==> src/rtl/lane_shuffle_unit.sv <==
module lane_shuffle_unit #(
  parameter int OPW = 4
) (
  input  logic            clk,
  input  logic            rst_n,
  input  logic            in_valid,
  input  logic [OPW-1:0]  op,
  input  logic [63:0]     dst_a,
  input  logic [63:0]     src_b,
  output logic            out_valid,
  output logic [63:0]     result
);
  localparam int HALF = 32;

  function automatic logic [15:0] clamp_s16(input logic [31:0] v);
    if ($signed(v) > 32'sd32767)       return 16'h7FFF;
    else if ($signed(v) < -32'sd32768) return 16'h8000;
    else                               return v[15:0];
  endfunction

  function automatic logic [7:0] clamp_s8(input logic [15:0] v);
    if ($signed(v) > 16'sd127)       return 8'h7F;
    else if ($signed(v) < -16'sd128) return 8'h80;
    else                             return v[7:0];
  endfunction

  function automatic logic [7:0] clamp_u8(input logic [15:0] v);
    if (v[15])            return 8'h00;
    else if (v > 16'd255) return 8'hFF;
    else                  return v[7:0];
  endfunction

  logic [127:0] both;
  assign both = {src_b, dst_a};

  logic [63:0] pk32, pk16s, pk16u;
  logic [63:0] lo8, lo16, lo32, hi8, hi16, hi32;

  for (genvar i = 0; i < 4; i++) begin : g_pk32
    assign pk32[16*i +: 16] = clamp_s16(both[32*i +: 32]);
  end

  for (genvar i = 0; i < 8; i++) begin : g_pk16
    assign pk16s[8*i +: 8] = clamp_s8(both[16*i +: 16]);
    assign pk16u[8*i +: 8] = clamp_u8(both[16*i +: 16]);
  end

  for (genvar k = 0; k < 4; k++) begin : g_un8
    assign lo8[16*k +: 16] = {src_b[8*k +: 8], dst_a[8*k +: 8]};
    assign hi8[16*k +: 16] = {src_b[HALF+8*k +: 8], dst_a[HALF+8*k +: 8]};
  end

  for (genvar k = 0; k < 2; k++) begin : g_un16
    assign lo16[32*k +: 32] = {src_b[16*k +: 16], dst_a[16*k +: 16]};
    assign hi16[32*k +: 32] = {src_b[HALF+16*k +: 16], dst_a[HALF+16*k +: 16]};
  end

  assign lo32 = {src_b[HALF-1:0], dst_a[HALF-1:0]};
  assign hi32 = {src_b[63:HALF], dst_a[63:HALF]};

  logic [63:0] nxt;
  always_comb begin
    case (op)
      4'd0:    nxt = pk32;
      4'd1:    nxt = pk16s;
      4'd2:    nxt = pk16u;
      4'd3:    nxt = lo8;
      4'd4:    nxt = lo16;
      4'd5:    nxt = lo32;
      4'd6:    nxt = hi8;
      4'd7:    nxt = hi16;
      4'd8:    nxt = hi32;
      default: nxt = '0;
    endcase
  end

  always_ff @(posedge clk) begin
    if (!rst_n) begin
      out_valid <= 1'b0;
      result    <= '0;
    end else begin
      out_valid <= in_valid;
      if (in_valid) result <= nxt;
    end
  end
endmodule


==> config.mk <==
export PLATFORM = sky130hd
export DESIGN_NAME = lane_shuffle_unit
export DESIGN_NICKNAME = d
export VERILOG_FILES = /design/src/rtl/lane_shuffle_unit.sv
export SDC_FILE = /design/constraint.sdc
export NUM_CORES = 1
export LEC_CHECK = 0
export BUFFER_PORTS_ARGS = -buffer_cell sky130_fd_sc_hd__buf_2
export CAP_MARGIN = 20
export CORE_ASPECT_RATIO = 2
export CORE_UTILIZATION = 40
export CTS_CLUSTER_SIZE = 30
export DETAILED_ROUTE_END_ITERATION = 12
export PLACE_DENSITY = 0.61
export SETUP_SLACK_MARGIN = 0.3
export SLEW_MARGIN = 20
export SYNTH_ARGS = -nofsm -noshare
export SYNTH_HDL_FRONTEND = slang
export SYNTH_SLANG_ARGS = --single-unit
==> constraint.sdc <==
create_clock -name clk -period 5.3 [get_ports clk]
set_input_delay 0.265 -clock clk [delete_from_list [all_inputs] [get_ports clk]]
set_output_delay 0.265 -clock clk [all_outputs]
set_load 0.005 [all_outputs]
======== Yosys cells after proc, flatten, opt, wreduce, memory -nomap -nowiden ========
Index checks and enable logic that the tools add are counted.
operators by class
  $lt $le $gt $ge ......................... 32
  eq/ne operators ......................... 8
  mux-type cells .......................... 41
  reductions and logical operators ........ 1
operators with widths
  kind                                                  number
  one-hot mux 64 bit (9 select lines)                   1
  > comparator 16 x 8 -> 1 bit, second input constant   16
  2-to-1 mux 8 bit                                      32
  > comparator 32 x 16 -> 1 bit, second input constant  4
  < comparator 16 x 8 -> 1 bit, second input constant   8
  < comparator 32 x 16 -> 1 bit, second input constant  4
  2-to-1 mux 16 bit                                     8
  equality test 4 x 3 -> 1 bit, second input constant   4
  equality test 4 x 2 -> 1 bit, second input constant   2
  equality test 4 x 1 -> 1 bit, second input constant   1
  equality test 4 bit, second input constant            1
  logical NOT 4 bit                                     1
storage, ports and cells
  flip-flop bits (word level) ............. 65
  input port bits ......................... 135

======== Longest topological paths before layout ========
  depth after elaboration ................. 4
  depth in mapped cells ................... 9
  gate-level depth less buffers ........... 5

======== Worst setup path before layout ========
OpenSTA, ideal clock, no wires.
  path kind ............................... input to register
  from .................................... in op[3]
  to ...................................... reg result[16]
  setup time .............................. 91 ps
  arrival ................................. 1,827 ps
  required time ........................... 5,209 ps
  setup slack ............................. 3,382 ps
  stages .................................. 7
  cell sequence ........................... buf_6 or4b_1 buf_4 or3_4 o41ai_4 o21ai_2 a311oi_1
between the ends
  word-level cells in the longest chain between the ends .. 2
  elaborated cells on any way between the ends .. 10
  classes of those cells .................. 8 x eq/ne; 1 x mux; 1 x reduce/logical
ends and longest elaborated chain
  element                                            line  source
  start: declaration                                 7     input logic [OPW-1:0] op,
  equality test 4 bit, or another cell as far along  63    case (op)
  one-hot mux 64 bit (9 select lines) *              63
  end signal: assignment                             83    if (in_valid) result <= nxt;
  end: declaration                                   11    output logic [63:0] result
Mark *: on every way between the ends. The rest lies on a longest branch, timed or not.
A chain may end at the register's enable or synchronous reset.

======== Final worst setup path ========
  from .................................... in op[0]
  to ...................................... reg result[3]
The elaborated chain is that of the path after synthesis.

==> run summary <==
At the pin with the least slew margin, the transition time is 1.18 ns. After synthesis, the cell types taking the most area are sky130_fd_sc_hd__dfxtp_1 (20%), sky130_fd_sc_hd__nand2_1 (6.1%), sky130_fd_sc_hd__a21oi_1 (4.9%). Ranked by instance count, the synthesized netlist is headed by sky130_fd_sc_hd__nand2_1 (107), sky130_fd_sc_hd__a21oi_1 (65), sky130_fd_sc_hd__dfxtp_1 (65), sky130_fd_sc_hd__nor2_1 (64), sky130_fd_sc_hd__o21ai_0 (59).

For this design, the slowest cell found on the critical path is sky130_fd_sc_hd__o32ai_1. Number of warnings printed during yosys synthesis: 0. Power per unit of standard cell area: 226 mW/mm2. The worst hold path class was primary input to flip-flop. TritonCTS created 9 clock buffers. The max-capacitance violation count came out at 0. The flow ran to the end, and the final reports show no timing, DRC or antenna violations. Across the whole layout, storage elements account for 0.00130 mm2. The logs give 66 for the standard-cell row count and 0.00769 mm2 for the cell area after placement. Counting the fill cells in the layout gives 1781. On the worst path, the slowest cell contributes a delay of 0.88 ns.

From left edge to right edge, the die measures 93.0 um. The final sum of negative setup slack came out at 0 ns. At the worst endpoint, the arrival time is 3.44 ns. The worst path uses 59.5% of the clock period. After clock tree synthesis, the repair step resized 0 gates.

Setup repair after global routing left no endpoint under its margin. Traced cell by cell, the critical path runs through buf_2 -> buf_4 -> nor2_2 -> nand3_2 -> o32ai_1 -> o22ai_1 -> a31oi_1. The worst register-to-register path begins at result[13]$_SDFFE_PN0P_. Setup violations remaining at the end of the flow were counted as 0. In the routed layout, each cell is associated on average with a via count of 7.53.

The kind of critical path is primary input to flip-flop. The run gives 49.7% as the global routing usage summed across all routing layers. Summed over all instances, the cell type with the most area after synthesis is sky130_fd_sc_hd__dfxtp_1. The nature of the critical path endpoint is a flip-flop. Each instance of the synthesized netlist takes up on average 7.23 um2. The worst register-to-register path has a setup slack of 3.87 ns. Across all setup checks in the final design, the least slack found is 2.15 ns. Data on the critical path is required at its endpoint by 5.59 ns. The endpoint identified for the worst register-to-register timing path is result[13]$_SDFFE_PN0P_. The first global-routing pass estimated 61.1 mm of wire. For the clock latency reported for the late side of the worst-skew pair, the log shows 0.35 ns. The mapped cell area was 0.00662 mm2; the maximum VDD drop was 0.139 mV. The tools report the count of final hold-check violations as 0. Root buffer selected by CTS: sky130_fd_sc_hd__clkbuf_16. Summing over every cut layer, the via total after detailed routing is 9574.

Timing would allow up to 317 MHz. From bottom edge to top edge, the die measures 184 um. The number of hold buffers added after CTS is 0, and the fraction of final layout cells with drive strength greater than 1 is 25.9%. The routed design has 41.9 mm of wire. The area fraction of the dominant cell type after synthesis is 19.6%, and the fraction of registers with async set or reset after synthesis is 0%.

The startpoint identified for the worst hold timing path is dst_a[38]. The total area of multi-input combinational cells came out at 0.00498 mm2. Among all cell types in the netlist, the one instantiated most often is sky130_fd_sc_hd__nand2_1. The count of state elements after synthesis is 65. The run gives 0 ns as the post-route clock skew. The worst setup path is launched from a primary input. From synthesis to final layout, the design area changed by 21.5%. The cell leakage power was 3.28 nW. The sequential element share of the synthesized area is 19.6%.

For the number of pins with negative max-slew slack in the final report, the log shows 0. Along the worst hold path, the cell count comes to 3. Among all flip-flop cells after synthesis, the most frequent one is sky130_fd_sc_hd__dfxtp_1. Number of sinks handled by clock tree synthesis: 65.

At the end of the flow, the number of nets in the layout was 1195. In this run the tool buffered the top-level ports with 199 buffer cells. The remaining routing DRC violations is 0.

For the buffers inserted during post-CTS setup optimization, the log shows 0. Clock-pin slew was measured on the worst setup and hold paths at 0.06 ns. The count of distinct cell types in the synthesized netlist was 82; the largest net degree at the start of global routing was 54.

The worst register-to-register path has a depth of 4. Synthesis produced a netlist whose cell count is 916. Number of global-route vias before repair: 9358. The final standard cell area without fillers came out at 0.00805 mm2. The die covers 0.0171 mm2. The initial utilization of the core area, before any placement, comes to 40.9%. The final design utilization was 49.7%; the number of flops mapped to enable cells by yosys was 0. The initial antenna violation count was 4; the average wire per standard cell was 33.0 um. Before CTS, the worst setup slack after placement is 1.96 ns. The last weighted congestion value of the routability-driven placer came out at 1.03. The tools report the hold-critical path endpoint as result[22]$_SDFFE_PN0P_. The total overflow left after global routing is 0. The tools report the total length of routed met3 wires as 4.65 mm.

First-pass iteration count of the detailed router: 6. The number of nets in the synthesized netlist is 1051. The tools report the total length of routed met2 wires as 19.7 mm.

The maximum fanout count along the critical path was 35; the placed wire-length estimate after detailed placement was 30.2 mm. The logs give 1220 for the number of violations reported at the end of detailed-routing iteration 0 and 2 for the number of buffers on the longest clock path. The worst pin sits at a relative slew slack of 19.9%.

The worst path needs 3.15 ns of the cycle, external delays included. For this run, the number of standard cells in the final layout without fillers is 1271. The I/O pin total was 200. The number of instances in the placed design was 1253. The run gives 0.0162 mm2 as the area inside the core boundary.

For the number of levels the H-tree was split into, the log shows 3. The tools report the routed metal-1 wirelength as 12.4 mm. The final antenna-violating net count came out at 0. Routed signal wires occupy layers up through met5. TritonCTS built the clock tree.
-- flip-flops by register name, indices dropped and copies added, names as in the netlist --
signal,cells
result,64
out_valid,1
-- where the power goes --
| part | switching, W | internal [W] |
|---|---|---|
| logic | 0.000379 | 0.000183 |
| clock network | 0.000268 | 0.000463 |
| registers | 0.0000184 | 0.000511 |
| total | 0.000665 | 0.00116 |
-- stage by stage --
stage | hold WS, ns | power (W)
after floorplan | 0.408 | 0.000803
after global placement | 0.437 | 0.00107
after detailed placement | 0.446 | 0.00106
after CTS | 0.203 | 0.00178
after global routing | 0.220 | 0.00186
final | 0.211 | 0.00182
-- cells by family after synthesis --
group	after synthesis	synth area share [%]
flip-flops	65	19.6
AND/OR/NAND/NOR	314	23.9
multiplexers	12	1.93
buffers and inverters	96	6.04
AO/OA/AOI/OAI	429	48.5
-- metal layers --
layer  GRT usage (%)  vias up
met3            18.9      341
met2            80.6      790
met4            48.1        4
met5            1.23        -
met1            46.4     4486
li1                -     3953
-- critical path: cells and delay by family --
| family | cells | cell delay (ns) |
|---|---|---|
| and+or+nand+nor | 2 | 1.22 |
| AOI/OAI and AO/OA | 3 | 1.27 |
| buffers and inverters | 2 | 0.65 |
-- cell usage in the layout (no fill, tap or decap), types with 14 or more instances in the layout --
cell and n:
sky130_fd_sc_hd__a211oi_1 19, sky130_fd_sc_hd__a21o_1 23, sky130_fd_sc_hd__a21oi_1 65, sky130_fd_sc_hd__a221o_1 14
sky130_fd_sc_hd__a222oi_1 14, sky130_fd_sc_hd__a22o_1 28, sky130_fd_sc_hd__a22oi_1 40, sky130_fd_sc_hd__a31oi_1 28
sky130_fd_sc_hd__buf_2 198, sky130_fd_sc_hd__buf_4 15, sky130_fd_sc_hd__dfxtp_1 65, sky130_fd_sc_hd__inv_1 16
sky130_fd_sc_hd__nand2_1 107, sky130_fd_sc_hd__nand3_1 16, sky130_fd_sc_hd__nand4_1 23, sky130_fd_sc_hd__nor2_1 64
sky130_fd_sc_hd__nor2b_1 25, sky130_fd_sc_hd__nor3_1 15, sky130_fd_sc_hd__o21ai_0 59
-- final cells by class --
type	count	share of cell area, %
clock buffer	10	2.84
clock inverter	6	1.43
antenna	2	0.0622
multi-input combinational	755	61.9
timing repair buffer	213	13.7
tap	204	3.17
sequential	65	16.2
inverter	16	0.746
-- worst max path at each step --
stage	startpoint	to	slack (ns)	cells past startpoint
2_1_floorplan	op[3]	result[16]$_SDFFE_PN0P_	3.38	7
3_3_place_gp	op[3]	result[26]$_SDFFE_PN0P_	2.04	6
3_5_place_dp	op[0]	result[3]$_SDFFE_PN0P_	1.96	7
4_1_cts	op[0]	result[4]$_SDFFE_PN0P_	2.34	7
5_1_grt	op[0]	result[3]$_SDFFE_PN0P_	2.11	7
6_report	op[0]	result[3]$_SDFFE_PN0P_	2.15	7
(Power assumes the default switching activity.)
